## src/rtl/tfg_pkg.sv

```systemverilog
package tfg_pkg;

  // control word layout
  localparam int CTRL_W      = 32;
  localparam int CW_GAP_LSB  = 0;
  localparam int CW_GAP_W    = 16;
  localparam int CW_SEL_LSB  = 16;
  localparam int CW_SEL_W    = 2;
  localparam int CW_MODE_LSB = 18;
  localparam int CW_MODE_W   = 2;
  localparam int CW_CFGV     = 20;
  localparam int CW_MODEV    = 21;
  localparam int CW_ENA      = 22;

  // frame limits
  localparam int MIN_FRAME = 64;
  localparam int MAX_FRAME = 1024;
  localparam int FCS_BYTES = 4;

  // reset defaults
  localparam int RST_GAP  = 12;
  localparam int RST_HDR  = 14;

  typedef enum logic [1:0] {
    GS_IDLE = 2'd0,
    GS_SEND = 2'd1,
    GS_GAP  = 2'd2
  } gen_state_e;

  // only mode 1 damages frames; 2 and 3 behave as normal
  function automatic logic mode_corrupts(input logic [CW_MODE_W-1:0] m);
    return m == CW_MODE_W'(1);
  endfunction

endpackage

```

## src/rtl/tfg_ctrl_regs.sv

```systemverilog
module tfg_ctrl_regs
  import tfg_pkg::*;
#(
  parameter int GAP_W   = 16,
  parameter int SEL_W   = 1,
  parameter int LEN_W   = 11,
  parameter int HDR_MAX = 32
) (
  input  logic                 clk,
  input  logic                 rst_n,
  input  logic                 ctrl_we,
  input  logic [CTRL_W-1:0]    ctrl_wdata,
  input  logic                 len_we,
  input  logic [LEN_W-1:0]     len_hdr,
  input  logic [LEN_W-1:0]     len_frame,
  output logic [GAP_W-1:0]     cfg_gap,
  output logic [SEL_W-1:0]     cfg_sel,
  output logic [CW_MODE_W-1:0] cfg_mode,
  output logic                 cfg_en,
  output logic [LEN_W-1:0]     cfg_hdr,
  output logic [LEN_W-1:0]     cfg_frame,
  output logic                 len_rej
);

  logic len_ok;
  logic unused_ctrl_bits;

  assign unused_ctrl_bits = ^{ctrl_wdata[CTRL_W-1:CW_ENA+1],
                              ctrl_wdata[CW_SEL_LSB+CW_SEL_W-1:CW_SEL_LSB+SEL_W-1]};

  always_comb begin
    len_ok = !len_hdr[0]
          && (len_hdr   <= LEN_W'(HDR_MAX))
          && (len_frame >= LEN_W'(MIN_FRAME))
          && (len_frame <= LEN_W'(MAX_FRAME));
  end

  always_ff @(posedge clk or negedge rst_n) begin
    if (!rst_n) begin
      cfg_gap  <= GAP_W'(RST_GAP);
      cfg_sel  <= '0;
      cfg_mode <= '0;
      cfg_en   <= 1'b0;
    end else if (ctrl_we) begin
      if (ctrl_wdata[CW_CFGV]) begin
        cfg_gap <= ctrl_wdata[CW_GAP_LSB +: GAP_W];
        cfg_sel <= ctrl_wdata[CW_SEL_LSB +: SEL_W];
      end
      if (ctrl_wdata[CW_MODEV])
        cfg_mode <= ctrl_wdata[CW_MODE_LSB +: CW_MODE_W];
      cfg_en <= ctrl_wdata[CW_ENA];
    end
  end

  always_ff @(posedge clk or negedge rst_n) begin
    if (!rst_n) begin
      cfg_hdr   <= LEN_W'(RST_HDR);
      cfg_frame <= LEN_W'(MIN_FRAME);
      len_rej   <= 1'b0;
    end else begin
      len_rej <= len_we && !len_ok;
      if (len_we && len_ok) begin
        cfg_hdr   <= len_hdr;
        cfg_frame <= len_frame;
      end
    end
  end

endmodule

```

## src/rtl/tfg_tpl_mem.sv

```systemverilog
module tfg_tpl_mem #(
  parameter int NUM_TPL   = 2,
  parameter int TPL_WORDS = 16,
  parameter int SEL_W     = 1,
  parameter int AW        = 5,
  parameter int BYTE_AW   = 5
) (
  input  logic               clk,
  input  logic               rst_n,
  input  logic               wr_en,
  input  logic [AW-1:0]      wr_addr,
  input  logic [15:0]        wr_data,
  input  logic [SEL_W-1:0]   rd_sel,
  input  logic [BYTE_AW-1:0] rd_byte,
  output logic [7:0]         rd_data
);

  localparam int DEPTH = NUM_TPL * TPL_WORDS;

  logic [15:0]   mem [DEPTH];
  logic [AW-1:0] rd_addr;
  logic [15:0]   rd_word;

  always_ff @(posedge clk or negedge rst_n) begin
    if (!rst_n) begin
      for (int i = 0; i < DEPTH; i++) mem[i] <= '0;
    end else if (wr_en && (int'(wr_addr) < DEPTH)) begin
      mem[wr_addr] <= wr_data;
    end
  end

  generate
    if (NUM_TPL == 1) begin : g_single
      logic unused_sel;
      assign unused_sel = ^rd_sel;
      assign rd_addr = AW'(rd_byte[BYTE_AW-1:1]);
    end else begin : g_multi
      assign rd_addr = AW'(rd_sel) * AW'(TPL_WORDS) + AW'(rd_byte[BYTE_AW-1:1]);
    end
  endgenerate

  always_comb begin
    rd_word = (int'(rd_addr) < DEPTH) ? mem[rd_addr] : 16'h0000;
    rd_data = rd_byte[0] ? rd_word[7:0] : rd_word[15:8];
  end

endmodule

```

## src/rtl/tfg_seq.sv

```systemverilog
module tfg_seq
  import tfg_pkg::*;
#(
  parameter int GAP_W = 16,
  parameter int SEL_W = 1,
  parameter int LEN_W = 11,
  parameter int CNT_W = 16
) (
  input  logic                 clk,
  input  logic                 rst_n,
  input  logic                 cfg_en,
  input  logic [GAP_W-1:0]     cfg_gap,
  input  logic [SEL_W-1:0]     cfg_sel,
  input  logic [CW_MODE_W-1:0] cfg_mode,
  input  logic [LEN_W-1:0]     cfg_hdr,
  input  logic [LEN_W-1:0]     cfg_frame,
  input  logic [7:0]           tpl_byte,
  output logic [SEL_W-1:0]     rd_sel,
  output logic [LEN_W-1:0]     rd_idx,
  input  logic                 out_ready,
  output logic                 out_valid,
  output logic [7:0]           out_data,
  output logic                 out_last,
  output logic                 out_err,
  output logic [CNT_W-1:0]     frame_cnt
);

  gen_state_e       state;
  logic [LEN_W-1:0] idx;
  logic [LEN_W-1:0] act_hdr;
  logic [LEN_W-1:0] act_last;
  logic [GAP_W-1:0] act_gap;
  logic [GAP_W-1:0] gap_cnt;
  logic [SEL_W-1:0] act_sel;
  logic             act_bad;

  logic             sending;
  logic             at_last;
  logic             done;
  logic             gap_end;
  logic             do_load;
  logic [LEN_W-1:0] pay_cnt;
  logic [7:0]       base;

  always_comb begin
    sending  = (state == GS_SEND);
    at_last  = (idx == act_last);
    pay_cnt  = idx - act_hdr;
    base     = (idx < act_hdr) ? tpl_byte : pay_cnt[7:0];
    done     = sending && out_ready && at_last;
    gap_end  = (state == GS_GAP) && (gap_cnt == GAP_W'(1));
    do_load  = cfg_en && ((state == GS_IDLE) || gap_end ||
                          (done && (act_gap == '0)));
    out_valid = sending;
    out_last  = sending && at_last;
    out_err   = sending && at_last && act_bad;
    if (!sending)
      out_data = 8'h00;
    else if (at_last && act_bad)
      out_data = ~base;
    else
      out_data = base;
    rd_sel = act_sel;
    rd_idx = idx;
  end

  always_ff @(posedge clk or negedge rst_n) begin
    if (!rst_n) begin
      state    <= GS_IDLE;
      idx      <= '0;
      act_hdr  <= LEN_W'(RST_HDR);
      act_last <= LEN_W'(MIN_FRAME - FCS_BYTES - 1);
      act_gap  <= '0;
      gap_cnt  <= '0;
      act_sel  <= '0;
      act_bad  <= 1'b0;
    end else if (do_load) begin
      state    <= GS_SEND;
      idx      <= '0;
      act_hdr  <= cfg_hdr;
      act_last <= cfg_frame - LEN_W'(FCS_BYTES + 1);
      act_gap  <= cfg_gap;
      act_sel  <= cfg_sel;
      act_bad  <= mode_corrupts(cfg_mode);
    end else begin
      case (state)
        GS_SEND: begin
          if (out_ready) begin
            if (at_last) begin
              state   <= (act_gap == '0) ? GS_IDLE : GS_GAP;
              gap_cnt <= act_gap;
            end else begin
              idx <= idx + LEN_W'(1);
            end
          end
        end
        GS_GAP: begin
          if (gap_end) state <= GS_IDLE;
          else         gap_cnt <= gap_cnt - GAP_W'(1);
        end
        default: state <= GS_IDLE;
      endcase
    end
  end

  always_ff @(posedge clk or negedge rst_n) begin
    if (!rst_n)    frame_cnt <= '0;
    else if (done) frame_cnt <= frame_cnt + CNT_W'(1);
  end

endmodule

```

## src/rtl/testfrm_gen.sv

```systemverilog
module testfrm_gen
  import tfg_pkg::*;
#(
  parameter int NUM_TPL   = 2,
  parameter int TPL_WORDS = 16,
  parameter int GAP_W     = 16,
  parameter int LEN_W     = 11,
  parameter int CNT_W     = 16,
  localparam int SEL_W    = (NUM_TPL > 1) ? $clog2(NUM_TPL) : 1,
  localparam int TPL_AW   = $clog2(NUM_TPL * TPL_WORDS),
  localparam int BYTE_AW  = $clog2(TPL_WORDS * 2)
) (
  input  logic              clk,
  input  logic              rst_n,
  input  logic              tpl_we,
  input  logic [TPL_AW-1:0] tpl_addr,
  input  logic [15:0]       tpl_wdata,
  input  logic              len_we,
  input  logic [LEN_W-1:0]  len_hdr,
  input  logic [LEN_W-1:0]  len_frame,
  output logic              len_rej,
  input  logic              ctrl_we,
  input  logic [CTRL_W-1:0] ctrl_wdata,
  output logic              out_valid,
  input  logic              out_ready,
  output logic [7:0]        out_data,
  output logic              out_last,
  output logic              out_err,
  output logic [CNT_W-1:0]  frame_cnt
);

  logic [GAP_W-1:0]     cfg_gap;
  logic [SEL_W-1:0]     cfg_sel;
  logic [CW_MODE_W-1:0] cfg_mode;
  logic                 cfg_en;
  logic [LEN_W-1:0]     cfg_hdr;
  logic [LEN_W-1:0]     cfg_frame;
  logic [SEL_W-1:0]     rd_sel;
  logic [LEN_W-1:0]     rd_idx;
  logic [7:0]           tpl_byte;
  logic                 unused_idx_hi;

  assign unused_idx_hi = ^rd_idx[LEN_W-1:BYTE_AW];

  tfg_ctrl_regs #(
    .GAP_W(GAP_W), .SEL_W(SEL_W), .LEN_W(LEN_W), .HDR_MAX(TPL_WORDS * 2)
  ) u_regs (
    .clk(clk), .rst_n(rst_n),
    .ctrl_we(ctrl_we), .ctrl_wdata(ctrl_wdata),
    .len_we(len_we), .len_hdr(len_hdr), .len_frame(len_frame),
    .cfg_gap(cfg_gap), .cfg_sel(cfg_sel), .cfg_mode(cfg_mode), .cfg_en(cfg_en),
    .cfg_hdr(cfg_hdr), .cfg_frame(cfg_frame), .len_rej(len_rej)
  );

  tfg_tpl_mem #(
    .NUM_TPL(NUM_TPL), .TPL_WORDS(TPL_WORDS), .SEL_W(SEL_W),
    .AW(TPL_AW), .BYTE_AW(BYTE_AW)
  ) u_tpl (
    .clk(clk), .rst_n(rst_n),
    .wr_en(tpl_we), .wr_addr(tpl_addr), .wr_data(tpl_wdata),
    .rd_sel(rd_sel), .rd_byte(rd_idx[BYTE_AW-1:0]), .rd_data(tpl_byte)
  );

  tfg_seq #(
    .GAP_W(GAP_W), .SEL_W(SEL_W), .LEN_W(LEN_W), .CNT_W(CNT_W)
  ) u_seq (
    .clk(clk), .rst_n(rst_n),
    .cfg_en(cfg_en), .cfg_gap(cfg_gap), .cfg_sel(cfg_sel), .cfg_mode(cfg_mode),
    .cfg_hdr(cfg_hdr), .cfg_frame(cfg_frame),
    .tpl_byte(tpl_byte), .rd_sel(rd_sel), .rd_idx(rd_idx),
    .out_ready(out_ready), .out_valid(out_valid), .out_data(out_data),
    .out_last(out_last), .out_err(out_err), .frame_cnt(frame_cnt)
  );

endmodule

```

## config.mk

```make
export PLATFORM = sky130hd
export DESIGN_NAME = testfrm_gen
export DESIGN_NICKNAME = d
export VERILOG_FILES = /design/src/rtl/tfg_pkg.sv /design/src/rtl/tfg_ctrl_regs.sv /design/src/rtl/tfg_tpl_mem.sv /design/src/rtl/tfg_seq.sv /design/src/rtl/testfrm_gen.sv
export SDC_FILE = /design/constraint.sdc
export NUM_CORES = 1
export LEC_CHECK = 0
export ABC_CLOCK_PERIOD_IN_PS = 9250
export BUFFER_PORTS_ARGS = -buffer_cell sky130_fd_sc_hd__buf_4
export CORE_ASPECT_RATIO = 1.25
export CORE_MARGIN = 5
export CORE_UTILIZATION = 60
export CTS_CLUSTER_DIAMETER = 50
export CTS_CLUSTER_SIZE = 28
export DETAILED_ROUTE_END_ITERATION = 10
export PLACE_DENSITY_LB_ADDON = 0.25
export SETUP_SLACK_MARGIN = 0.05
export SYNTH_ARGS = -nofsm -noshare
export SYNTH_HDL_FRONTEND = slang
export SYNTH_SLANG_ARGS = --single-unit
```

## constraint.sdc

```tcl
create_clock -name clk -period 9.25 [get_ports clk]
set_input_delay 0.925 -clock clk [delete_from_list [all_inputs] [get_ports clk]]
set_output_delay 0.925 -clock clk [all_outputs]
set_load 0.03 [all_outputs]
```

# Word-level counts from Yosys, hierarchy flattened
# Index checks and enable logic that the tools add are counted.
# totals
out_inout_bits,28
ff_bits,640
# classes
n_reduce_logical,28
order_cmp,7
n_bitwise,4
mux,24
addsub,6
n_eq_ne,12
# op_table
op,count
bitwise mux 512 bit,1
two-way mux 16 bit,6
binary-select mux 16 bit (select 5 bit),1
demux 16 bit (select 5 bit),1
two-way mux 11 bit,4
two-way mux 8 bit,4
one-hot mux 16 bit (2 select lines),1
adder 16 x 1 -> 16 bit (second input constant),1
equality test 16 x 1 -> 1 bit (second input constant),1
logical NOT 16 bit,1
subtractor 16 x 1 -> 16 bit (second input constant),1
logical AND 1 bit,14
greater-or-equal comparator 6 bit (second input constant),2
NOT 5 -> 6 bit,2
adder 11 x 1 -> 11 bit (second input constant),1
equality test 11 bit,1
greater-or-equal comparator 11 x 7 -> 1 bit (second input constant),1
<= comparator 11 bit (second input constant),1
<= comparator 11 x 6 -> 1 bit (second input constant),1
less-than comparator 11 bit,1
subtractor 11 x 3 -> 11 bit (second input constant),1
two-way mux 2 bit,5
!= test 3 x 1 -> 1 bit (second input constant),3
NOT 8 bit,1
16 further kinds,25

# Depth between registers and ports, before layout
# Gate-level depths: netlist of run 1.
# depth
ltp_word,10
mapped_depth,13

# By module
# Synthesis of run 1 repeated with hierarchy kept, for this count alone.
# unflattened
cells_unflattened,2098
area_unflattened_um2,30585.6
# modules_own_cells
mod,area_each_um2,cells_each,instances
tfg_tpl_mem,23699.0,1483,1
tfg_seq,5168.7,512,1
tfg_ctrl_regs,1717.9,103,1

# Worst setup path after synthesis of run 1
# No wires, ideal clock.
# synth_path
kind,flip-flop to output port
start,register u_seq.idx[1] (netlist: u_seq.rd_idx[1])
end,output out_data[6]
stages_incl_launch_ff,14
slack_ns,5.189
arrival_time_ns,3.136
path_cell_list,dfrtp_1 -> buf_4 -> buf_4 -> buf_4 -> buf_2 -> inv_1 -> fa_1 -> nor2b_1 -> o21ai_0 -> a21boi_0 -> o21a_1 -> o21ai_0 -> a32oi_1 -> mux2i_1
# synth_between
elab_chain_cells,10
elab_cells_between_ends,14
cone_classes,2 x add/sub; 1 x order compare; 1 x eq/ne; 7 x mux; 2 x bitwise; 1 x reduce/logical
# synth_lines
element,line_no,rtl
"start, declared",tfg_seq.sv:29,logic [LEN_W-1:0] idx;
"start signal, assigned",tfg_seq.sv:93,idx <= idx + LEN_W'(1);
adder 5 x 4 -> 5 bit,tfg_tpl_mem.sv:38,assign rd_addr = AW'(rd_sel) * AW'(TPL_WORDS) + AW'(rd_byte[BYTE_AW-1:1]);
NOT 5 -> 6 bit (not written as such),tfg_tpl_mem.sv:43,rd_word = (int'(rd_addr) < DEPTH) ? mem[rd_addr] : 16'h0000;
binary-select mux 16 bit (select 5 bit),tfg_tpl_mem.sv:43,
two-way mux 16 bit (not written as such) (2 in a row),tfg_tpl_mem.sv:43,
two-way mux 8 bit,tfg_tpl_mem.sv:44,rd_data = rd_byte[0] ? rd_word[7:0] : rd_word[15:8];
two-way mux 8 bit,tfg_seq.sv:49,base = (idx < act_hdr) ? tpl_byte : pay_cnt[7:0];
NOT 8 bit,tfg_seq.sv:60,out_data = ~base;
two-way mux 8 bit *,tfg_seq.sv:59,else if (at_last && act_bad)
two-way mux 8 bit *,tfg_seq.sv:57,if (!sending)
"end, declared",testfrm_gen.sv:26,"output logic [7:0] out_data,"
# Every way passes the cells marked *; elsewhere a longest branch is shown, timed or not. The select of a mux whose other input is x is not followed.

# Worst setup path in the final report of run 1
# layout_path
start,register u_seq.idx[1] (netlist: u_seq.rd_idx[1])
end,output out_data[3]
# Same word-level chain as after synthesis.

==> results.md, run 1 <==
- # DRC: 0
- Pre-antenna DRT Iters: 5
- CTS clk-pin slew, worst paths: 0.08 ns
- Post-Place Setup Slack: 4.23 ns
- CP arrival: 4.66 ns
- Crit Path Category: register to output port
- Class of the worst hold path: input port to asynchronous set/reset pin
- Setup ws final: 3.67 ns
- Share of cells above drive strength 1: 42.7%
- Max FO, Critical Path: 93
- Via density: 6.34
- Port Buffer Count: 98
- Async set-reset flop share out of synthesis: 100%
- GRT overflow: 0
- CTS tree: yes
- Htree depth: 2
- Wire length per cell: 24.9 um
- Min cycle time layout: 5.58 ns
- Nets: 2,221
- Register area share after synthesis: 54.2%
- Footprint of the multi-input gates: 0.0127 mm2
- Final Skew: 0.0280 ns
- Core ar.: 0.0491 mm2
- Fill count: 3,499
- Post-synthesis cell count: 2,108
- Post-Syn Area per Cell: 14.0 um2
- R2R cell count: 7
- Routability cong.: 0.839
- Crit start category: register
- Clock Latency Late Sink: 0.60 ns
- CTS buffer count: 46
- Run status: complete, no violations
- Initial Util: 60.3%
- Worst Tran Pin Value: 1.15 ns
- Clock network power share: 25.5%
- Placed Cells: 2,726
- Register Area: 0.0160 mm2
- Clock root buffer: clkbuf_16
- Clock buffer depth: 3
- Commonest non-fill, non-tap cells in the layout: dfrtp_1, mux2_2, buf_4, mux4_2, nor2_1
- WP data required: 8.33 ns
- Die footprint: 0.0539 mm2
- PwrDens: 275 mW/mm2
- Switching Share: 35.0%
- Tcrit/Tclk final: 60.4%
- Rel. slew slack: 23.3%
- Die Wd: 209 um
- GRT Resource Usage Total: 26.1%
- Post-synth top flop: dfrtp_1
- Synth cell types: 72
- Commonest non-fill, non-tap cell in the layout: dfrtp_1
- Net Switching: 3.13 mW
- Share of the synthesized area in the top cell type: 52.9%
- Logic pwr share: 32.7%
- Maximum VDD drop: 0.000202 V
- Pint: 5.81 mW
- Hold Fails Final Rpt: 0
- Post-CTS Setup Bufs: 0
- Worst Setup End Kind: output port
- Leakage power: 14.5 nW
- Mapped Area: 0.0296 mm2
- Top post-synthesis cells by area: dfrtp_1, mux2_2, mux4_2, mux2i_1, clkbuf_1
- Vias in the first global route: 19,200
- F_max: 0.179 GHz
- Yosys warns: 0
- # clock sinks: 640
- #FFs+latches synth: 640
- Final setup violation count: 0
- Mapped Nets: 2,206
- Antenna violations before repair: 3
- Remaining antenna violation count: 0
- Drt initial violations: 1,275
- RSZ-0062 raised after global routing: false
- First-pass GRT wire length: 111,000 um
- Final-report max-slew violation count: 0
- Setup TNS: 0 ns
- Area grow syn2layout: 9.71%
- Sequential Power Share: 41.9%
- Post-CTS sizing: 0
- # hold bufs at CTS: 0
- Cell taking the most area after synthesis: dfrtp_1
- Hpwl dp: 43,500 um
- WL final: 70,000 um
- # rows: 91
- Largest net degree at the start of global routing: 204
- IO Pins: 109
- EDFF count, synth: 0
- Die Ht: 258 um
- Layout Cells excl Fill: 2,814
- DR vias: 17,800
- Max-cap viol count: 0
-- synthesized netlist by cell type, drive strengths merged, types with 3 or more instances --
library cell,n
o21ai,60
ha,16
nor4,9
nor3,20
o21a,6
nor2,84
a221oi,12
mux2i,64
or3,6
a31oi,3
o22a,5
inv,30
xnor2,31
nor2b,16
o22ai,27
nand2,62
mux2,567
nor3b,4
clkbuf,117
and2,6
nand2b,4
a21oi,31
nand3,12
and3,9
a211oi,8
a22oi,26
o211ai,8
dfstp,14
xor2,17
dfrtp,626
a211o,3
nand3b,5
mux4,104
buf,43
or2,5
a21o,3
or4,6
nand4,11
-- worst paths after layout --
path	from	endpoint	slack (ns)
worst min-delay path	rst_n	u_regs.cfg_frame[3]	0.42
worst min register to register	u_regs.cfg_hdr[7]	u_seq.act_hdr[7]	0.48
worst max register to register	u_seq.rd_idx[2]	u_seq.act_last[2]	5.20
max in group asynchronous	rst_n	u_tpl.mem[189]	7.20
min in group clk	u_regs.cfg_hdr[7]	u_seq.act_hdr[7]	0.48
worst max-delay path	u_seq.rd_idx[1]	out_data[3]	3.67
-- critical path, cell delays in order (launching register included) --
cell and delay [ns]:
dfrtp_4 0.82, buf_12 0.64, and3b_1 0.58, a22oi_1 0.32, o211ai_1 0.17, o21ai_0 0.44
nor3_1 0.08, a221oi_1 0.48, mux2i_1 0.25, buf_4 0.18
-- cells by family after synthesis --
| family | count (synthesis) | synth area share, % |
|---|---|---|
| and+or+nand+nor | 267 | 4.52 |
| DFF | 640 | 54.2 |
| AOI/OAI and AO/OA | 211 | 4.72 |
| muxes | 735 | 31.7 |
| buffers and inverters | 190 | 2.74 |
| adders and majority gates | 17 | 0.744 |
| xor gates and xnor gates | 48 | 1.42 |
-- area by class of cell --
type                       instances  area share [%]
sequential                       640            49.4
clock inverter                    37            1.66
antenna                            3          0.0231
tap                              651            2.51
inverter                          30           0.347
clock buffer                      48            3.67
timing repair buffer             127            3.11
multi-input combinational       1278            39.3
-- sequential cells by signal, indices dropped and copies added, names as in the netlist, 2 cells and up --
| signal | cells |
|---|---|
| u_tpl.mem | 512 |
| u_regs.cfg_gap | 16 |
| u_seq.act_gap | 16 |
| u_seq.frame_cnt | 16 |
| u_seq.gap_cnt | 16 |
| u_regs.cfg_frame | 11 |
| u_regs.cfg_hdr | 11 |
| u_seq.act_hdr | 11 |
| u_seq.act_last | 11 |
| u_seq.rd_idx | 11 |
| u_regs.cfg_mode | 2 |
| u_seq.state | 2 |
-- metal layers --
metal | wire [um] | track usage (%) | up-vias | part of all wire, %
li1 | - | - | 7750 | -
met1 | 28200 | 33.7 | 9512 | 40
met2 | 35900 | 45.2 | 424 | 51
met3 | 2640 | 3.46 | 159 | 3.8
met4 | 3220 | 10.8 | 0 | 4.6
met5 | 0 | 0 | - | 0
-- metrics by stage --
stage / area, um2 / hold WS, ns / power, mW / util (%)
floorplan: 29600 / 0.442 / 5.73 / -
global placement: 30700 / 0.458 / 6.58 / 62.6
detailed placement: 30700 / 0.467 / 6.69 / 62.6
CTS: 32400 / 0.422 / 8.98 / 66.1
global route: 32500 / 0.469 / 9.35 / 66.1
finish: 32500 / 0.424 / 8.94 / 66.1
-- power by group through the flow --
stage / clock [mW] / sequential, mW / combinational (mW)
after floorplan: 0 / 3.62 / 2.11
after global placement: 0 / 3.74 / 2.85
after detailed placement: 0 / 3.79 / 2.90
after CTS: 2.32 / 3.73 / 2.92
after global routing: 2.43 / 3.81 / 3.12
final: 2.28 / 3.74 / 2.92
Power figures use the tool's default switching activity.
==> run 2: changes to the inputs <==
Settings changed: ABC_AREA from default to 1, ABC_CLOCK_PERIOD_IN_PS 9250 to 5200.
Clock period 9.25 ns to 5.2 ns, I/O delays scaled along.
==> results.md, run 2 <==
- Run status: complete, no violations
- Leakage power: 15.9 nW (+9.9%)
- Setup ws final: 0.898 ns (-2.77 ns)
- GRT overflow: 0 (unchanged)
- Clock root buffer: clkbuf_16
- Class of the worst hold path: input port to register
- Sequential Power Share: 52.3% (+10 points)
- Worst Tran Pin Value: 1.22 ns (+0.0658 ns)
- First-pass GRT wire length: 130,000 um (+17%)
- Max FO, Critical Path: 139 (+49%)
- Multiplexer share of the synthesized area: 0.700% (-31 points)
- IO Pins: 109 (unchanged)
- Hold Fails Final Rpt: 0 (unchanged)
- Die Ht: 262 um (+1.6%)
- Crit start category: register
- DR vias: 25,400 (+42%)
- Core ar.: 0.0504 mm2 (+2.7%)
- Post-synth top flop: dfrtp_1
- Die footprint: 0.0556 mm2 (+3.1%)
- Count leader, synth: nand2_1
- Wire length per cell: 17.9 um (-28%)
- Antenna violations before repair: 2 (-1)
- GRT Resource Usage Total: 28.9% (+2.8 points)
- Vias in the first global route: 23,900 (+25%)
- Final Util: 65.4% (-0.70 points)
- CP max stage delay: 0.63 ns (-0.19 ns)
- Critical-path top delay cell: buf_4
- Fraction of the mapped netlist area in simple logic gates: 26.0% (+22 points)
- Max FFs per register: 512 (unchanged)
- CP Cell Sequence: buf_12, buf_4, nand2_1, nand3_1, nand2_1, nand2_1, nand2_1, nor2_1, nand2_1, nand3_1, nand2_1, nand2_1, a21oi_1, nor2_1, buf_4
- Clock network power share: 34.0% (+8.5 points)
- Share of the synthesized area in the top cell type: 51.3% (-1.7 points)
- Min Hold Slack: 0.127 ns (-0.297 ns)
- Clock Latency Late Sink: 0.61 ns (about the same)
- WP data required: 4.68 ns (-3.65 ns)
- PwrDens: 359 mW/mm2 (+30%)
- # clock sinks: 640 (unchanged)
- Net Switching: 3.49 mW (+11%)
- Fin area: 0.0330 mm2 (+1.6%)
- Crit Path Category: register to output port
- CTS clk-pin slew, worst paths: 0.09 ns (about the same)
- Remaining antenna violation count: 0 (unchanged)
- Synth cell types: 46 (-36%)
- Drt initial violations: 2,762 (+120%)
- Routability cong.: 0.900 (+7.3%)
- CTS tree: yes
- Logic pwr share: 13.8% (-19 points)
- Port Buffer Count: 98 (unchanged)
- Top post-synthesis cells by area: dfrtp_1, nand2_1, o21ai_0, nand3_1, nor2_1
- Commonest non-fill, non-tap cell in the layout: nand2_1
- Commonest cells post-synth: nand2_1, dfrtp_1, o21ai_0, nand3_1, nor2_1
- Max-cap viol count: 0 (unchanged)
- Cell taking the most area after synthesis: dfrtp_1
- Register area share after synthesis: 52.5% (-1.7 points)
- Antenna diode count: 0 (-3)
- Maximum VDD drop: 0.000296 V (+47%)
- Async set-reset flop share out of synthesis: 100% (unchanged)
- EDFF count, synth: 0 (unchanged)
- RSZ-0062 raised after global routing: false
- Post-Syn Area per Cell: 7.86 um2 (-44%)
- Rel. slew slack: 18.8% (-4.5 points)
- Cell Area, Placed: 0.0313 mm2 (+1.8%)
- Yosys warns: 0 (unchanged)
- # DRC: 0 (unchanged)
- Post-CTS sizing: 0 (unchanged)
- # rows: 92 (+1.1%)
- Htree depth: 2 (unchanged)
- Mapped Area: 0.0306 mm2 (+3.3%)
- Switching Share: 29.4% (-5.6 points)
- Area grow syn2layout: 7.98%
- CP arrival: 3.78 ns (-0.88 ns)
- Final-report max-slew violation count: 0 (unchanged)
- Final Skew: 0.0213 ns (-0.00672 ns)
- Post-Place Setup Slack: 1.61 ns (-2.62 ns)
- Final setup violation count: 0 (unchanged)
- Largest net degree at the start of global routing: 140 (-31%)
- Commonest non-fill, non-tap cells in the layout: nand2_1, dfrtp_1, o21ai_0, nand3_1, nor2_1
- Via density: 5.66 (-11%)
- CP most frequent cell: nand2_1
- CTS buffer count: 45 (-2.2%)
- Xor and xnor area share after synthesis: 1.43% (+0.012 points)
- Reg with most FFs: u_tpl.mem
- Dominant combinational cell family by area after synthesis: simple AND/OR/NAND/NOR gates
- Min cycle time layout: 4.30 ns
- F_max: 0.232 GHz
- Post-synthesis cell count: 3,888 (+84%)
- Mapped Nets: 3,986 (+81%)
- Synth Area in Adders: 0.721% (-0.024 points)
- Nets: 3,894 (+75%)
- Die Wd: 212 um (+1.5%)
- Pre-antenna DRT Iters: 5 (unchanged)
- Hpwl dp: 47,700 um (+9.6%)
- Worst Setup End Kind: output port
- Synth Area in Compound Gates: 11.8% (+7.1 points)
- Tcrit/Tclk final: 82.7%
- Setup TNS: 0 ns (unchanged)
- WL final: 80,600 um (+15%)
- Share of cells above drive strength 1: 7.57% (-35 points)
- Clock buffer depth: 3 (unchanged)
- #FFs+latches synth: 640 (unchanged)
- Pint: 8.37 mW (+44%)
- Initial Util: 60.6% (+0.31 points)
==> run 2: cell count changes after synthesis, sizes merged, moves of 44 or more <==
cell / change
inv: +200
nand3: +288
mux2: -548
mux2i: -64
clkbuf: +44
nor2: +159
a21oi: +98
buf: +65
mux4: -104
nand2: +1271
o21ai: +500
==> run 2: cell families (layout without fill, tap and decap cells) <==
family          count (synthesis)  in the layout
compound gates                709            709
xor+xnor                       50             50
fa+ha+maj                      17             17
buf+inv                       501            446
flops                         640            640
mux                            19             19
simple gates                 1952           1952
==> run 2: timing repair <==
item | 4_1_cts | 5_1_grt
hold endpoints to repair | 61 | 0
buffers inserted | 0 | 0
hold buffers | 1 | 0
==> run 2: final timing paths <==
| path | slack, ns | to | depth (start not counted) | from |
|---|---|---|---|---|
| max | 0.90 | out_data[4] | 15 | u_seq.rd_idx[1] |
| min | 0.13 | u_tpl.mem[139] | 3 | tpl_wdata[11] |
| max reg2reg | 2.05 | u_seq.act_gap[15] | 10 | u_seq.rd_idx[1] |
| min reg2reg | 0.47 | u_regs.cfg_hdr[10] | 2 | u_regs.cfg_hdr[10] |
| max in group asynchronous | 3.44 | u_tpl.mem[487] | 3 | rst_n |
| min in group asynchronous | 0.51 | u_seq.frame_cnt[15] | 2 | rst_n |
==> run 2: metrics by stage <==
stage          instances  power [mW]
6_report            4491        11.9
5_1_grt             4491        12.5
4_1_cts             4491        11.9
3_5_place_dp        4406        7.91
3_3_place_gp        4406        7.82
2_1_floorplan       3888        7.38
==> run 2: final cells by class <==
| type | instances | area, um2 |
|---|---|---|
| fillers | 4312 | 17400 |
| flip-flops and latches | 640 | 16000 |
| multi-input cells | 2747 | 12400 |
| clock buffers | 51 | 1220 |
| repair buffers | 130 | 1100 |
| inverters | 232 | 886 |
| well taps | 658 | 823 |
| clock inverters | 33 | 478 |
==> run 2: power by group through the flow <==
stage                     clock, mW  sequential [mW]  combinational, mW
after global placement            0             6.25               1.57
after detailed placement          0             6.28               1.63
after global routing           4.28             6.29               1.91
final                          4.03             6.20               1.63
after floorplan                   0             6.18               1.20
after CTS                      4.08             6.18               1.65
==> run 2: critical path: cells and delay by family (launching register included) <==
family          cells  cell delay, ns
simple gates       11            1.37
buf+inv             3            1.18
flops               1            0.48
compound gates      1            0.07
==> run 2: per-layer routing <==
| layer | routed length [um] | GRT usage (%) | vias up | share of wire (%) |
|---|---|---|---|---|
| li1 | - | - | 12300 | - |
| met1 | 33300 | 39.3 | 12200 | 41 |
| met2 | 38500 | 47.1 | 762 | 48 |
| met3 | 5290 | 4.59 | 155 | 6.6 |
| met4 | 3510 | 11.3 | 4 | 4.4 |
| met5 | 34 | 0 | - | 0.042 |
